File: config.mk
export PLATFORM = sky130hd
export DESIGN_NAME = tmr_irq_flags
export DESIGN_NICKNAME = d
export VERILOG_FILES = /design/src/rtl/tifc_pkg.sv /design/src/rtl/tifc_evt.sv /design/src/rtl/tifc_flag.sv /design/src/rtl/tifc_regs.sv /design/src/rtl/tmr_irq_flags.sv
export SDC_FILE = /design/constraint.sdc
export NUM_CORES = 1
export LEC_CHECK = 0
export BUFFER_PORTS_ARGS = -buffer_cell sky130_fd_sc_hd__buf_2
export CAP_MARGIN = 20
export CORE_MARGIN = 3
export CORE_UTILIZATION = 39
export DETAILED_ROUTE_END_ITERATION = 8
export GPL_ROUTABILITY_DRIVEN = 0
export PLACE_DENSITY = 0.84
export SLEW_MARGIN = 20
export SYNTH_ARGS = -nofsm -noshare
export SYNTH_HDL_FRONTEND = slang
export SYNTH_SLANG_ARGS = --single-unit
File: constraint.sdc
create_clock -name clk -period 1.2 [get_ports clk]
set_clock_uncertainty 0.05 [all_clocks]
set_input_delay 0.12 -clock clk [delete_from_list [all_inputs] [get_ports clk]]
set_output_delay 0.12 -clock clk [all_outputs]
set_load 0.01 [all_outputs]
File: src/rtl/tifc_pkg.sv
package tifc_pkg;

    localparam int unsigned NSRC    = 2;
    localparam int unsigned SRC_OVF = 0;
    localparam int unsigned SRC_CMP = 1;

    localparam logic SEL_FLAGS = 1'b0;
    localparam logic SEL_ENABL = 1'b1;

endpackage

File: src/rtl/tifc_evt.sv
module tifc_evt #(
    parameter int unsigned CW = 8
) (
    input  logic          clk,
    input  logic          rst_n,
    input  logic [CW-1:0] cnt_i,
    input  logic          dir_up_i,
    input  logic          pwm_i,
    output logic          ovf_evt_o
);

    localparam logic [CW-1:0] TOP = {CW{1'b1}};
    localparam logic [CW-1:0] BOT = '0;

    typedef struct packed {
        logic          vld;
        logic [CW-1:0] cnt;
        logic          dir;
    } hist_t;

    hist_t hist_d, hist_q;
    logic  wrap_w, turn_w;

    always_comb begin
        hist_d     = hist_q;
        hist_d.vld = 1'b1;
        hist_d.cnt = cnt_i;
        hist_d.dir = dir_up_i;

        wrap_w = hist_q.vld && (hist_q.cnt == TOP) && (cnt_i == BOT);
        turn_w = hist_q.vld && !hist_q.dir && dir_up_i && (hist_q.cnt == BOT);

        ovf_evt_o = pwm_i ? turn_w : wrap_w;
    end

    always_ff @(posedge clk or negedge rst_n) begin
        if (!rst_n) begin
            hist_q <= '0;
        end else begin
            hist_q <= hist_d;
        end
    end

    a_r3_pwm_needs_up: assert property (@(posedge clk) disable iff (!rst_n)
        (pwm_i && ovf_evt_o) |-> dir_up_i);

    a_r2_normal_lands_zero: assert property (@(posedge clk) disable iff (!rst_n)
        (!pwm_i && ovf_evt_o) |-> (cnt_i == BOT));

endmodule

File: src/rtl/tifc_flag.sv
module tifc_flag (
    input  logic clk,
    input  logic rst_n,
    input  logic set_i,
    input  logic wclr_i,
    input  logic ack_i,
    output logic flag_o
);

    logic flag_d, flag_q;

    always_comb begin
        flag_d = flag_q;
        if (wclr_i || ack_i) begin
            flag_d = 1'b0;
        end
        if (set_i) begin
            flag_d = 1'b1;
        end
    end

    always_ff @(posedge clk or negedge rst_n) begin
        if (!rst_n) begin
            flag_q <= 1'b0;
        end else begin
            flag_q <= flag_d;
        end
    end

    assign flag_o = flag_q;

    a_r6_set_wins: assert property (@(posedge clk) disable iff (!rst_n)
        set_i |=> flag_o);

    a_r4_clear_takes: assert property (@(posedge clk) disable iff (!rst_n)
        ((wclr_i || ack_i) && !set_i) |=> !flag_o);

    a_r1_rise_has_cause: assert property (@(posedge clk) disable iff (!rst_n)
        (!flag_o && !set_i) |=> !flag_o);

endmodule

File: src/rtl/tifc_regs.sv
module tifc_regs
    import tifc_pkg::*;
#(
    parameter int unsigned DW = 8
) (
    input  logic            clk,
    input  logic            rst_n,
    input  logic            sel_i,
    input  logic            wr_i,
    input  logic            rd_i,
    input  logic [DW-1:0]   wdata_i,
    input  logic [NSRC-1:0] flags_i,
    output logic [NSRC-1:0] en_o,
    output logic [NSRC-1:0] wclr_o,
    output logic [DW-1:0]   rdata_o
);

    localparam int unsigned PADW = DW - NSRC;

    typedef struct packed {
        logic [NSRC-1:0] en;
    } regs_t;

    regs_t regs_d, regs_q;

    always_comb begin
        regs_d = regs_q;
        wclr_o = '0;
        if (wr_i) begin
            if (sel_i == SEL_ENABL) begin
                regs_d.en = wdata_i[NSRC-1:0];
            end else begin
                wclr_o = wdata_i[NSRC-1:0];
            end
        end

        rdata_o = '0;
        if (rd_i) begin
            if (sel_i == SEL_ENABL) begin
                rdata_o = {{PADW{1'b0}}, regs_q.en};
            end else begin
                rdata_o = {{PADW{1'b0}}, flags_i};
            end
        end
    end

    always_ff @(posedge clk or negedge rst_n) begin
        if (!rst_n) begin
            regs_q <= '0;
        end else begin
            regs_q <= regs_d;
        end
    end

    assign en_o = regs_q.en;

    a_r8_reserved_zero: assert property (@(posedge clk) disable iff (!rst_n)
        rd_i |-> (rdata_o[DW-1:NSRC] == '0));

    a_r10_idle_bus_zero: assert property (@(posedge clk) disable iff (!rst_n)
        !rd_i |-> (rdata_o == '0));

    a_r9_enable_written: assert property (@(posedge clk) disable iff (!rst_n)
        (wr_i && sel_i == SEL_ENABL) |=> (en_o == $past(wdata_i[NSRC-1:0])));

endmodule

File: src/rtl/tmr_irq_flags.sv
module tmr_irq_flags
    import tifc_pkg::*;
#(
    parameter int unsigned CW = 8,
    parameter int unsigned DW = 8
) (
    input  logic            clk,
    input  logic            rst_n,
    input  logic [CW-1:0]   cnt_i,
    input  logic            dir_up_i,
    input  logic            pwm_mode_i,
    input  logic            cmp_match_i,
    input  logic            gie_i,
    input  logic            ack_ovf_i,
    input  logic            ack_cmp_i,
    input  logic            bus_sel_i,
    input  logic            bus_wr_i,
    input  logic            bus_rd_i,
    input  logic [DW-1:0]   bus_wdata_i,
    output logic [DW-1:0]   bus_rdata_o,
    output logic [NSRC-1:0] flags_o,
    output logic            irq_ovf_o,
    output logic            irq_cmp_o
);

    logic            ovf_evt;
    logic [NSRC-1:0] set_v, ack_v, wclr_v, en_v, flag_v, req_v;

    tifc_evt #(.CW(CW)) u_evt (
        .clk       (clk),
        .rst_n     (rst_n),
        .cnt_i     (cnt_i),
        .dir_up_i  (dir_up_i),
        .pwm_i     (pwm_mode_i),
        .ovf_evt_o (ovf_evt)
    );

    tifc_regs #(.DW(DW)) u_regs (
        .clk     (clk),
        .rst_n   (rst_n),
        .sel_i   (bus_sel_i),
        .wr_i    (bus_wr_i),
        .rd_i    (bus_rd_i),
        .wdata_i (bus_wdata_i),
        .flags_i (flag_v),
        .en_o    (en_v),
        .wclr_o  (wclr_v),
        .rdata_o (bus_rdata_o)
    );

    always_comb begin
        set_v          = '0;
        ack_v          = '0;
        set_v[SRC_OVF] = ovf_evt;
        set_v[SRC_CMP] = cmp_match_i;
        ack_v[SRC_OVF] = ack_ovf_i;
        ack_v[SRC_CMP] = ack_cmp_i;
    end

    for (genvar s = 0; s < NSRC; s++) begin : g_src
        tifc_flag u_flag (
            .clk    (clk),
            .rst_n  (rst_n),
            .set_i  (set_v[s]),
            .wclr_i (wclr_v[s]),
            .ack_i  (ack_v[s]),
            .flag_o (flag_v[s])
        );
        assign req_v[s] = gie_i && en_v[s] && flag_v[s];
    end

    assign flags_o   = flag_v;
    assign irq_ovf_o = req_v[SRC_OVF];
    assign irq_cmp_o = req_v[SRC_CMP];

    a_r7_ovf_gated: assert property (@(posedge clk) disable iff (!rst_n)
        irq_ovf_o |-> (gie_i && flags_o[SRC_OVF]));

    a_r7_cmp_gated: assert property (@(posedge clk) disable iff (!rst_n)
        irq_cmp_o |-> (gie_i && flags_o[SRC_CMP]));

    a_r11_drop_after_ack: assert property (@(posedge clk) disable iff (!rst_n)
        (ack_cmp_i && !cmp_match_i) |=> !irq_cmp_o);

    a_r5_ovf_ack_clears: assert property (@(posedge clk) disable iff (!rst_n)
        (ack_ovf_i && !ovf_evt) |=> !flags_o[SRC_OVF]);

endmodule

==> impl_metrics.yaml <==
routing:
  drt_pass1_iterations: 2
  vias_per_cell: 4.78
  ant_nets: 0
  wire_per_inst_um: 11.0
  wl_um: 1130
  drc_errors: 0
  vias: 492
  drt_iter0_drc: 2
cts:
  cts_tree: "done"
  cts_root_buffer: "clkbuf_4"
  post-cts-setup-buffers: 0
  cts.sinks: 14
  clk_latency_ns: 0.27
  cts_made_buffers: 3
  cts_htree_levels: 1
  clock_path_buffers: 2
  clk_pin_slew_ns: 0.08
hold_path:
  hold_path.class: "primary input to flop"
  hold_end: "u_regs.en_o[0]"
  hold_start: "bus_wdata_i[0]"
  min_delay_path_depth: 2
logic_synthesis:
  synthCells: 50
  yosysWarnings: 0
  yosys.area.top_type: "dfrtp_1"
  yosys.area.top_type_share_pct: 58.9
  synth_cell_type_count: 19
  syn-cell-area_um2: 594
  yosysSeqAreaShare_pct: 58.9
  syn_area_per_cell_um2: 11.9
  netlist_top_cells_area: "dfrtp_1, buf_4, nor4_1"
  synth-seq-cells: 14
final_layout:
  layout-area-overhead-vs-synth_pct: 43.8
  layout-drive-gt1-share_pct: 36.4
  fillers: 95
  antenna-diode-count: 0
  finalNetCount: 116
  fin_area_um2: 855
power_and_ir_drop:
  powerDensity_nw_per_um2: 1140
  p_sw_uw: 211
  swShare_pct: 21.8
  seq_power_share_pct: 53.2
  p_comb_share_pct: 13.9
  p_leak_uw: 0.000427
  irDropWorstVdd_uv: 1050
  pwr-share-clk_pct: 32.9
  intPower_uw: 760
setup_path:
  worstPathRequired_ns: 1.35
  rr_startpoint: "u_evt.hist_q[5]"
  endpoint_kind: "flop"
  r2r_end: "g_src[0].u_flag.flag_o"
  worstPathMaxFanout: 2
  start_kind: "primary input"
  rr_worst_depth: 3
  r2r_slack_ns: 0.21
  crit_arrival_ns: 1.33
  critPathKind: "primary input to flop"
place:
  port_buffers: 26
  dp_slack_ns: 0.207
  place_area_um2: 702
grt:
  grt_pass1_wl_um: 1780
  grt.overflow.total: 0
  grt_max_degree: 15
  antenna_found_initial: 0
  grt_pass1_vias: 492
  grt_use_total_pct: 12.4
timing:
  drv_slew: 0
  fmax_ghz: 0.845
  period_share_pct: 98.6
  fin_crit_ns: 1.18
  hold_viol: 0
  setup_slack_ns: 0.0166
  tns_ns: 0
  rsz0062_at_grt: "yes"
  finalSetupViolCount: 0
floorplan:
  core_um2: 1370
  dieWidth_um: 45.0
  rows: 13
  die_h_um: 45.0
  fp.dieArea_um2: 2030
  initial_utilization_pct: 43.5
  io_pins: 39
outcome:
  status: "complete, no violations"
flow_run:
  cap_violations: 0
-- synth_stat cells --
cell	n
o21ai_1	1
mux2i_1	2
nand2b_1	1
a31oi_1	1
conb_1	2
mux2_1	2
a31o_2	1
nand4_1	2
nand2_1	2
nand3_1	1
nor4_1	4
nor2b_1	3
buf_4	8
a21oi_1	1
and4b_1	1
dfrtp_1	14
and3_1	2
inv_1	1
nor3b_1	1
-- critical path, stage by stage --
cell           delay [ns]
dlygate4sd3_1        0.53
buf_2                0.13
nor4_2               0.29
nand3_1              0.13
o21ai_1              0.13
-- worst max path at each step --
stage | start | end | slack, ns | cells after the start
after detailed placement | u_evt.hist_q[5] | g_src[0].u_flag.flag_o | 0.21 | 3
after floorplan | u_evt.hist_q[1] | g_src[0].u_flag.flag_o | 0.30 | 3
after global placement | u_evt.hist_q[7] | g_src[0].u_flag.flag_o | 0.23 | 4
after global routing | g_src[0].u_flag.flag_o | bus_rdata_o[0] | -0.05 | 3
after CTS | cnt_i[5] | g_src[0].u_flag.flag_o | 0.01 | 5
final | cnt_i[5] | g_src[0].u_flag.flag_o | 0.02 | 5
-- registers in the layout (all words and copies together), names as in the netlist --
signal	cells
u_evt.hist_q	10
g_src.u_flag.flag_o	2
u_regs.en_o	2
-- kinds of logic (layout without fill, tap and decap cells) --
group	after synthesis	count (layout)	share of synthesized area, %
and+or+nand+nor	17	17	17.7
DFF	14	14	58.9
buffers and inverters	9	42	10.7
AOI/OAI and AO/OA	4	4	4.21
muxes	4	4	7.16
other	2	7	1.26
-- repair_timing --
item,CTS,global route
setup endpoints to repair,0,4
gates resized for setup,0,1
endpoints found under the hold margin,24,0
hold buffers,11,0
-- cells in the final DEF, fill, tap and decap left out, drive strengths merged --
cell / Yosys / final
nor3b: 1 / 1
mux2i: 2 / 2
and3: 2 / 2
dlygate4sd3: 0 / 11
nor4: 4 / 4
a31o: 1 / 1
a31oi: 1 / 1
nand3: 1 / 1
nand4: 2 / 2
conb: 2 / 7
nand2: 2 / 2
o21ai: 1 / 1
a21oi: 1 / 1
mux2: 2 / 2
clkbuf: 0 / 4
nor2b: 3 / 3
and4b: 1 / 1
buf: 8 / 26
inv: 1 / 1
dfrtp: 14 / 14
nand2b: 1 / 1
-- power groups by stage --
stage | registers, uW | logic, uW | clock network [uW]
global route | 521 | 152 | 344
floorplan | 523 | 62.9 | 0
detailed placement | 526 | 105 | 0
finish | 517 | 135 | 319
global placement | 525 | 103 | 0
CTS | 517 | 132 | 330
-- area by class of cell --
type | instances | area, um^2 | share of cell area, %
Tap cell | 15 | 18.8 | 2.20
Multi-Input combinational cell | 32 | 205 | 24.0
Clock buffer | 4 | 36.3 | 4.25
Timing Repair Buffer | 37 | 240 | 28.1
Sequential cell | 14 | 350 | 41.0
Inverter | 1 | 3.75 | 0.439
-- per-layer routing --
layer	part of all wire (%)	track usage [%]	vias up
met5	0	0	-
met4	0	5.26	0
met2	49	22.9	33
met3	13	4.38	0
met1	38	12.3	220
li1	-	-	239
-- stage by stage --
| step | utilization (%) | instances | hold WS (ns) | power (uW) |
|---|---|---|---|---|
| after CTS | 62.1 | 103 | 0.0340 | 978 |
| final | 62.5 | 103 | 0.0388 | 971 |
| after global placement | 51.4 | 88 | -0.0329 | 628 |
| after detailed placement | 51.4 | 88 | -0.0296 | 631 |
| after floorplan | - | 55 | -0.226 | 586 |
| after global routing | 62.5 | 103 | 0.0355 | 1020 |
Note: power is estimated with default switching activity, not from simulation.
